==> config.mk <==
export PLATFORM = sky130hd
export DESIGN_NAME = scdr_rx
export DESIGN_NICKNAME = d
export VERILOG_FILES = /design/src/rtl/scdr_pkg.sv /design/src/rtl/scdr_sync.sv /design/src/rtl/scdr_edge.sv /design/src/rtl/scdr_shifter.sv /design/src/rtl/scdr_rx.sv
export SDC_FILE = /design/constraint.sdc
export NUM_CORES = 1
export LEC_CHECK = 0
export BUFFER_PORTS_ARGS = -buffer_cell sky130_fd_sc_hd__buf_2
export CAP_MARGIN = 20
export CORE_ASPECT_RATIO = 2
export CORE_MARGIN = 4
export CORE_UTILIZATION = 30
export DETAILED_ROUTE_END_ITERATION = 6
export GPL_TIMING_DRIVEN = 0
export PLACE_DENSITY = 0.56
export SYNTH_ARGS = -nofsm -noshare
export SYNTH_HDL_FRONTEND = slang
export SYNTH_SLANG_ARGS = --single-unit
==> constraint.sdc <==
create_clock -name clk -period 3.5 [get_ports clk]
set_input_delay 0.7 -clock clk [delete_from_list [all_inputs] [get_ports clk]]
set_output_delay 0.7 -clock clk [all_outputs]
set_load 0.005 [all_outputs]
==> src/rtl/scdr_pkg.sv <==
package scdr_pkg;

  // Next bit index, wrapping at the byte width.
  function automatic int unsigned scdr_next_count(input int unsigned cnt,
                                                  input int unsigned width);
    return (cnt + 1 >= width) ? 0 : cnt + 1;
  endfunction

  // Shift one bit in at the bottom, older bits move toward the MSB.
  function automatic logic [7:0] scdr_shift8(input logic [7:0] cur,
                                             input logic bit_in);
    return {cur[6:0], bit_in};
  endfunction

endpackage

==> src/rtl/scdr_sync.sv <==
module scdr_sync #(
  parameter int W      = 1,
  parameter int STAGES = 2
) (
  input  logic         clk,
  input  logic         rst,
  input  logic [W-1:0] din,
  output logic [W-1:0] dout
);
  logic [W-1:0] stage_q [STAGES];

  always_ff @(posedge clk) begin
    if (rst) stage_q[0] <= '0;
    else     stage_q[0] <= din;
  end

  for (genvar i = 1; i < STAGES; i++) begin : g_stage
    always_ff @(posedge clk) begin
      if (rst) stage_q[i] <= '0;
      else     stage_q[i] <= stage_q[i-1];
    end
  end

  assign dout = stage_q[STAGES-1];
endmodule

==> src/rtl/scdr_edge.sv <==
module scdr_edge (
  input  logic clk,
  input  logic rst,
  input  logic level,
  output logic rise
);
  logic prev_q;

  always_ff @(posedge clk) begin
    if (rst) prev_q <= 1'b0;
    else     prev_q <= level;
  end

  assign rise = level & ~prev_q;
endmodule

==> src/rtl/scdr_shifter.sv <==
module scdr_shifter
  import scdr_pkg::*;
#(
  parameter int DATA_W = 8,
  localparam int CNT_W = (DATA_W > 1) ? $clog2(DATA_W) : 1
) (
  input  logic              clk,
  input  logic              rst,
  input  logic              enable,
  input  logic              rise,
  input  logic              bit_in,
  output logic [CNT_W-1:0]  bit_cnt,
  output logic [DATA_W-1:0] shreg,
  output logic [DATA_W-1:0] byte_next,
  output logic              byte_done
);
  localparam logic [CNT_W-1:0] LAST = CNT_W'(DATA_W - 1);

  logic [CNT_W-1:0]  cnt_q;
  logic [DATA_W-1:0] sh_q;

  always_comb begin
    if (DATA_W == 8) byte_next = DATA_W'(scdr_shift8(8'(sh_q), bit_in));
    else             byte_next = {sh_q[DATA_W-2:0], bit_in};
  end

  assign byte_done = enable & rise & (cnt_q == LAST);

  always_ff @(posedge clk) begin
    if (rst || !enable) begin
      cnt_q <= '0;
      sh_q  <= '0;
    end else if (rise) begin
      cnt_q <= CNT_W'(scdr_next_count(int'(cnt_q), DATA_W));
      sh_q  <= byte_done ? '0 : byte_next;
    end
  end

  assign bit_cnt = cnt_q;
  assign shreg   = sh_q;
endmodule

==> src/rtl/scdr_rx.sv <==
module scdr_rx #(
  parameter int DATA_W      = 8,
  parameter int SYNC_STAGES = 2,
  localparam int CNT_W = (DATA_W > 1) ? $clog2(DATA_W) : 1
) (
  input  logic              clk,
  input  logic              rst,
  input  logic              chip_sel_n,
  input  logic              chip_sel,
  input  logic              ser_clk,
  input  logic              ser_dat,
  input  logic              ser_dc,
  output logic              byte_valid,
  output logic [DATA_W-1:0] byte_data,
  output logic              byte_is_data
);
  // Synchronized input vector: {sel_n, sel, sclk, dat, dc}
  logic [4:0] raw_in, sync_in;
  logic       sel_n_s, sel_s, sclk_s, dat_s, dc_s;

  assign raw_in = {chip_sel_n, chip_sel, ser_clk, ser_dat, ser_dc};

  scdr_sync #(.W(5), .STAGES(SYNC_STAGES)) u_sync (
    .clk  (clk),
    .rst  (rst),
    .din  (raw_in),
    .dout (sync_in)
  );

  assign {sel_n_s, sel_s, sclk_s, dat_s, dc_s} = sync_in;

  // Named internal events for the checker.
  logic              port_en;
  logic              sclk_rise;
  logic              byte_done;
  logic [CNT_W-1:0]  bit_cnt;
  logic [DATA_W-1:0] shreg;
  logic [DATA_W-1:0] byte_next;

  assign port_en = ~sel_n_s & sel_s;

  scdr_edge u_edge (
    .clk   (clk),
    .rst   (rst),
    .level (sclk_s),
    .rise  (sclk_rise)
  );

  scdr_shifter #(.DATA_W(DATA_W)) u_shift (
    .clk       (clk),
    .rst       (rst),
    .enable    (port_en),
    .rise      (sclk_rise),
    .bit_in    (dat_s),
    .bit_cnt   (bit_cnt),
    .shreg     (shreg),
    .byte_next (byte_next),
    .byte_done (byte_done)
  );

  always_ff @(posedge clk) begin
    if (rst) begin
      byte_valid   <= 1'b0;
      byte_data    <= '0;
      byte_is_data <= 1'b0;
    end else begin
      byte_valid <= byte_done;
      if (byte_done) begin
        byte_data    <= byte_next;
        byte_is_data <= dc_s;
      end
    end
  end
endmodule

* Yosys cells after proc, flatten, opt, wreduce, memory -nomap -nowiden
Memory sizes are Yosys's and may differ from the RTL's.
Cells that the tools add are included.
** Word-level totals
- Register bits after elaboration :: 21
- Latch bits :: 0
- Bits in writable memories :: 10
- Memory bits (read-only) :: 0
- Input bits :: 7
- Memories kept :: 1
** Memory list
- u_sync.stage_q :: depth 2, width 5, read ports 2, clocked after Yosys merged registers in 0, write ports 2, RTL line scdr_sync.sv:10 : logic [W-1:0] stage_q [STAGES];
** Operators by class
- Add/subtract/negate cells :: 1
- Multiply operators :: 0
- Divide/modulo/power cells :: 0
- Magnitude comparators :: 1
- Equal/unequal tests :: 1
- Shift operators :: 0
- Mux-type cells :: 7
- Bitwise gates (word level) :: 8
- Reduce and logical (&&, ||, !) cells :: 2
** Operator list (count)
- $mux 5 :: 2
- $mux 7 :: 1
- $add 3x1->4 const B :: 1
- $and 1x1->1 :: 4
- $ge 4x4->1 const B :: 1
- $eq 3x3->1 const B :: 1
- $mux 1 :: 3
- $mux 3 :: 1
- $not 1->1 :: 2
- $or 1x1->1 :: 2
- $logic_not 1->1 :: 1
- $logic_or 1x1->1 :: 1

* Longest topological paths before layout
An unclocked memory read counts as a cell.
- Word-level depth :: 6
- Depth in mapped cells :: 5

* Cells and area by module
From an unflattened synthesis, not the netlist that was laid out.
** Unflattened totals
- Cells, all modules :: 106
- Area total of the unflattened synthesis :: 1244.9 um^2
** By module, submodules not included
- scdr_shifter :: times used 1, cells an instance 51, area an instance 581.8 um^2
- scdr_rx :: times used 1, cells an instance 32, area an instance 352.8 um^2
- scdr_sync :: times used 1, cells an instance 20, area an instance 262.8 um^2
- scdr_edge :: times used 1, cells an instance 3, area an instance 47.5 um^2

* Least setup slack after synthesis
No wires, ideal clock.
- Path type :: input to register
- Start :: input rst
- End :: register u_shift.sh_q[0], in the netlist u_shift.shreg[0]
- Library setup time :: 66 ps
- Data arrival time :: 1391 ps
- Data required time :: 3434 ps
- Slack :: 2043 ps
- Stages :: 3
- Path buffers :: 0
- Cells stage by stage :: or3b_4 > a21o_4 > a21oi_2
** Between the ends
- Longest elaborated chain between the ends :: 1
** Ends and longest elaborated chain
- start, declared :: RTL line scdr_rx.sv:7 : input logic rst,
- $logic_or 1x1->1 :: RTL line scdr_shifter.sv:30 : if (rst || !enable) begin
- end signal, assigned :: RTL line scdr_shifter.sv:35 : sh_q <= byte_done ? '0 : byte_next;
- end, declared :: RTL line scdr_shifter.sv:20 : logic [DATA_W-1:0] sh_q;
No other way between the ends.
A chain may end at the register's enable or synchronous reset.

* Worst setup path after layout
- Start :: register byte_data[0]
- End :: output byte_data[0]
** RTL lines
- start, declared :: RTL line scdr_rx.sv:14 : output logic [DATA_W-1:0] byte_data,
- start signal, assigned :: RTL line scdr_rx.sv:69 : byte_data <= byte_next;
No word-level cell between the ends.

==> flow_metrics.env <==
export IMPL_run_status="finished, final reports clean"
export IMPL_internal_power_mw=0.524
export IMPL_leakagePower_nw=0.521
export IMPL_final_min_period_over_clock_period_pct=40.6
export IMPL_crit_path_cell_trace="buf_2"
export IMPL_postCtsResizedCells=0
export IMPL_dp_hpwl_mm=1.48
export IMPL_clock_sinks=31
export IMPL_worstReg2RegEnd="byte_data[5]"
export IMPL_worst_clock_skew_ns=0.00274
export IMPL_critical_path_max_stage_delay_ns=0.33
export IMPL_max_rail_drop_vdd_uv=247
export IMPL_drc=0
export IMPL_antenna_violations_before_repair=0
export IMPL_placedInstanceArea_um2=1310
export IMPL_fp_coreArea_um2=3680
export IMPL_timing_hold_worst_endpoint="u_sync.stage_q[1][3]"
export IMPL_power_density_nw_per_um2=471
export IMPL_root_buffer="clkbuf_8"
export IMPL_detailedPlace_worstSlack_ns=1.86
export IMPL_fin_tns_setup_ns=0
export IMPL_effective_utilization_at_floorplan_pct=31.7
export IMPL_dieArea_um2=5020
export IMPL_postSynthNetCount=122
export IMPL_rsz0062_at_grt="no"
export IMPL_ctsLongestPathBuffers=2
export IMPL_design_power_total_mw=0.659
export IMPL_worst_slew_margin_rel_pct=75.3
export IMPL_worst_setup_path_type="register to primary output"
export IMPL_tightest_slew_ns=0.371
export IMPL_drt_pass1_iterations=4
export IMPL_comb_power_share_pct=3.5
export IMPL_critical_path_n_buffers_inverters=1
export IMPL_finalSetupViolations=0
export IMPL_number_of_cells_traversed_by_the_worst_register_to_register_path=5
export IMPL_timing_hold_worst_class="register to register"
export IMPL_grtUsageTotal_pct=9.70
export IMPL_post_synth_inst_count=113
export IMPL_cts_buffers=5
export IMPL_detail_route_vias_per_cell=4.28
export IMPL_globalRouteOverflowTotal=0
export IMPL_port_buffers=16
export IMPL_area_delta_synth_final_pct=19.6
export IMPL_setup_worst_path_start_class="register"
export IMPL_drt_antenna_violating_nets=0
export IMPL_antennaDiodeCount=0
export IMPL_vias_in_the_first_global_route=782
export IMPL_fmaxAchievable_ghz=0.704
export IMPL_switching_share_pct=20.5
export IMPL_htreeDepth=2
export IMPL_drt_wl_total_mm=2.01
export IMPL_multi_input_area_um2=514
export IMPL_pwr_share_clk_pct=41.9
export IMPL_worst_skew_pair_late_latency_ns=0.27
export IMPL_report_final_hold_viol_count=0
export IMPL_timing_final_max_slew_violations=0
export IMPL_synth_area_um2=1170
export IMPL_min_delay_path_depth=1
export IMPL_post_place_cells=178
export IMPL_stdcell_count=185
export IMPL_synth_seq_cells=31
export IMPL_post_cts_setup_repair_buffer_count=0
export IMPL_layout_cell_area_non_filler_um2=1400
export IMPL_proportion_of_power_drawn_by_flip_flops_and_latches_pct=54.7
export IMPL_dr_first_iter_drc_count=10
export IMPL_wire_length_of_the_first_global_routing_pass_mm=3.46
export IMPL_worst_setup_path_end_kind="primary output"
export IMPL_layout_utilization_pct=38.0
export IMPL_worstHoldStart="u_sync.stage_q[0][3]"
export IMPL_synth_area_per_inst_um2=10.4
export IMPL_die_width_um=52.2
export IMPL_timing_critical_path_arrival_ns=0.72
export IMPL_slowest_stage="dfxtp_1"
export IMPL_cts_hold_repair_buffers=0
export IMPL_fillCellCount=383
export IMPL_timing_rr_start="u_shift.bit_cnt[0]"
export IMPL_cts_tree="yes"
export IMPL_synth_cell_type_count=19
export IMPL_die_height_um=96.3
export IMPL_fp_row_count=31
export IMPL_grt_max_degree=11
export IMPL_cp_top_family="flip-flops"
export IMPL_globalplace_congestion=0.719
export IMPL_worst_setup_hold_path_clk_slew_ns=0.06
export IMPL_cp_required_ns=2.80
export IMPL_layout_setup_ws_ns=2.08
export IMPL_route_detailed_wl_per_inst_um=10.9
export IMPL_yosys_warnings=0
export IMPL_pin_count=17
export IMPL_final_period_minus_worst_setup_slack_ns=1.42
export IMPL_hold_ws_ns=0.437
export IMPL_ff2ff_setup_slack_ns=2.14
export IMPL_post_route_cells_drive_above_1_share_pct=27.9
export IMPL_finish_net_count=145
export IMPL_num_vias=792
export IMPL_seq_area_frac_synth_pct=53.0
export IMPL_max_cap_violations=0
export IMPL_switching_power_mw=0.135
export IMPL_worst_path_max_fanout=2
export IMPL_final_seq_area_um2=621
power groups by stage:
stage / registers (mW) / clock network, mW / logic, mW
floorplan: 0.368 / 0 / 0.0163
global placement: 0.368 / 0 / 0.0229
detailed placement: 0.368 / 0 / 0.0239
CTS: 0.360 / 0.288 / 0.0239
global route: 0.361 / 0.304 / 0.0259
finish: 0.360 / 0.276 / 0.0230
registers in the layout, summed over array words and instances (netlist names):
register / count
u_sync.stage_q: 10
u_edge.prev_q: 1
byte_data: 8
u_shift.shreg: 7
byte_valid: 1
byte_is_data: 1
u_shift.bit_cnt: 3
cells in the final DEF, fill, tap and decap left out, drive strengths merged:
cell / count
ha: 2
a21oi: 9
a21o: 1
nand2b: 19
clkbuf: 7
dfxtp: 31
clkinv: 1
nand2: 16
and2b: 1
xnor2: 1
nor2: 1
buf: 21
and4b: 1
mux2i: 9
nor2b: 12
or3b: 1
nand3: 3
per-layer routing:
layer / routed length (um) / share of wire, % / global-route usage (%)
met3: 97 / 4.8 / 4.19
met5: 0 / 0 / 0
met1: 768 / 38 / 8.71
met2: 1080 / 54 / 17.0
met4: 67 / 3.3 / 6.40
cell families (layout without fill, tap and decap cells):
family / count (synthesis) / count (layout) / share of synthesized area, %
mux: 9 / 9 / 7.70
xor+xnor: 1 / 1 / 0.749
flops: 31 / 31 / 53.0
fa+ha+maj: 2 / 2 / 2.14
simple gates: 54 / 54 / 26.0
buf+inv: 6 / 29 / 2.99
compound gates: 10 / 10 / 7.38
Yosys cell counts:
cell type | count | area (um^2)
or3b_4 | 1 | 11.3
mux2i_1 | 9 | 90.1
ha_1 | 2 | 25.0
buf_2 | 4 | 20.0
and4b_1 | 1 | 10.0
nor2_1 | 1 | 3.75
a21oi_1 | 2 | 10.0
nand3_1 | 3 | 15.0
buf_6 | 1 | 11.3
dfxtp_1 | 31 | 621
and2b_1 | 1 | 7.51
nand2_1 | 16 | 60.1
clkbuf_1 | 1 | 3.75
nor2b_2 | 1 | 8.76
a21o_4 | 1 | 15.0
xnor2_1 | 1 | 8.76
a21oi_2 | 7 | 61.3
nor2b_1 | 11 | 68.8
nand2b_1 | 19 | 119
final cells by class:
class                           count  share of cell area, %
Clock inverter                      1                  0.358
Clock buffer                        6                   5.90
Timing Repair Buffer               16                   5.72
Tap cell                           49                   4.38
Buffer                              6                   2.50
Multi-Input combinational cell     76                   36.8
Sequential cell                    31                   44.4
how the worst max path moves through the flow:
stage | startpoint | to | cells past startpoint | slack, ns
2_1_floorplan | rst | u_shift.shreg[0] | 3 | 2.04
3_3_place_gp | rst | u_shift.shreg[4] | 4 | 1.87
3_5_place_dp | rst | u_shift.shreg[5] | 4 | 1.86
4_1_cts | byte_data[0] | byte_data[0] | 1 | 2.06
5_1_grt | byte_data[0] | byte_data[0] | 1 | 2.03
6_report | byte_data[0] | byte_data[0] | 1 | 2.08
(Power assumes the default switching activity.)
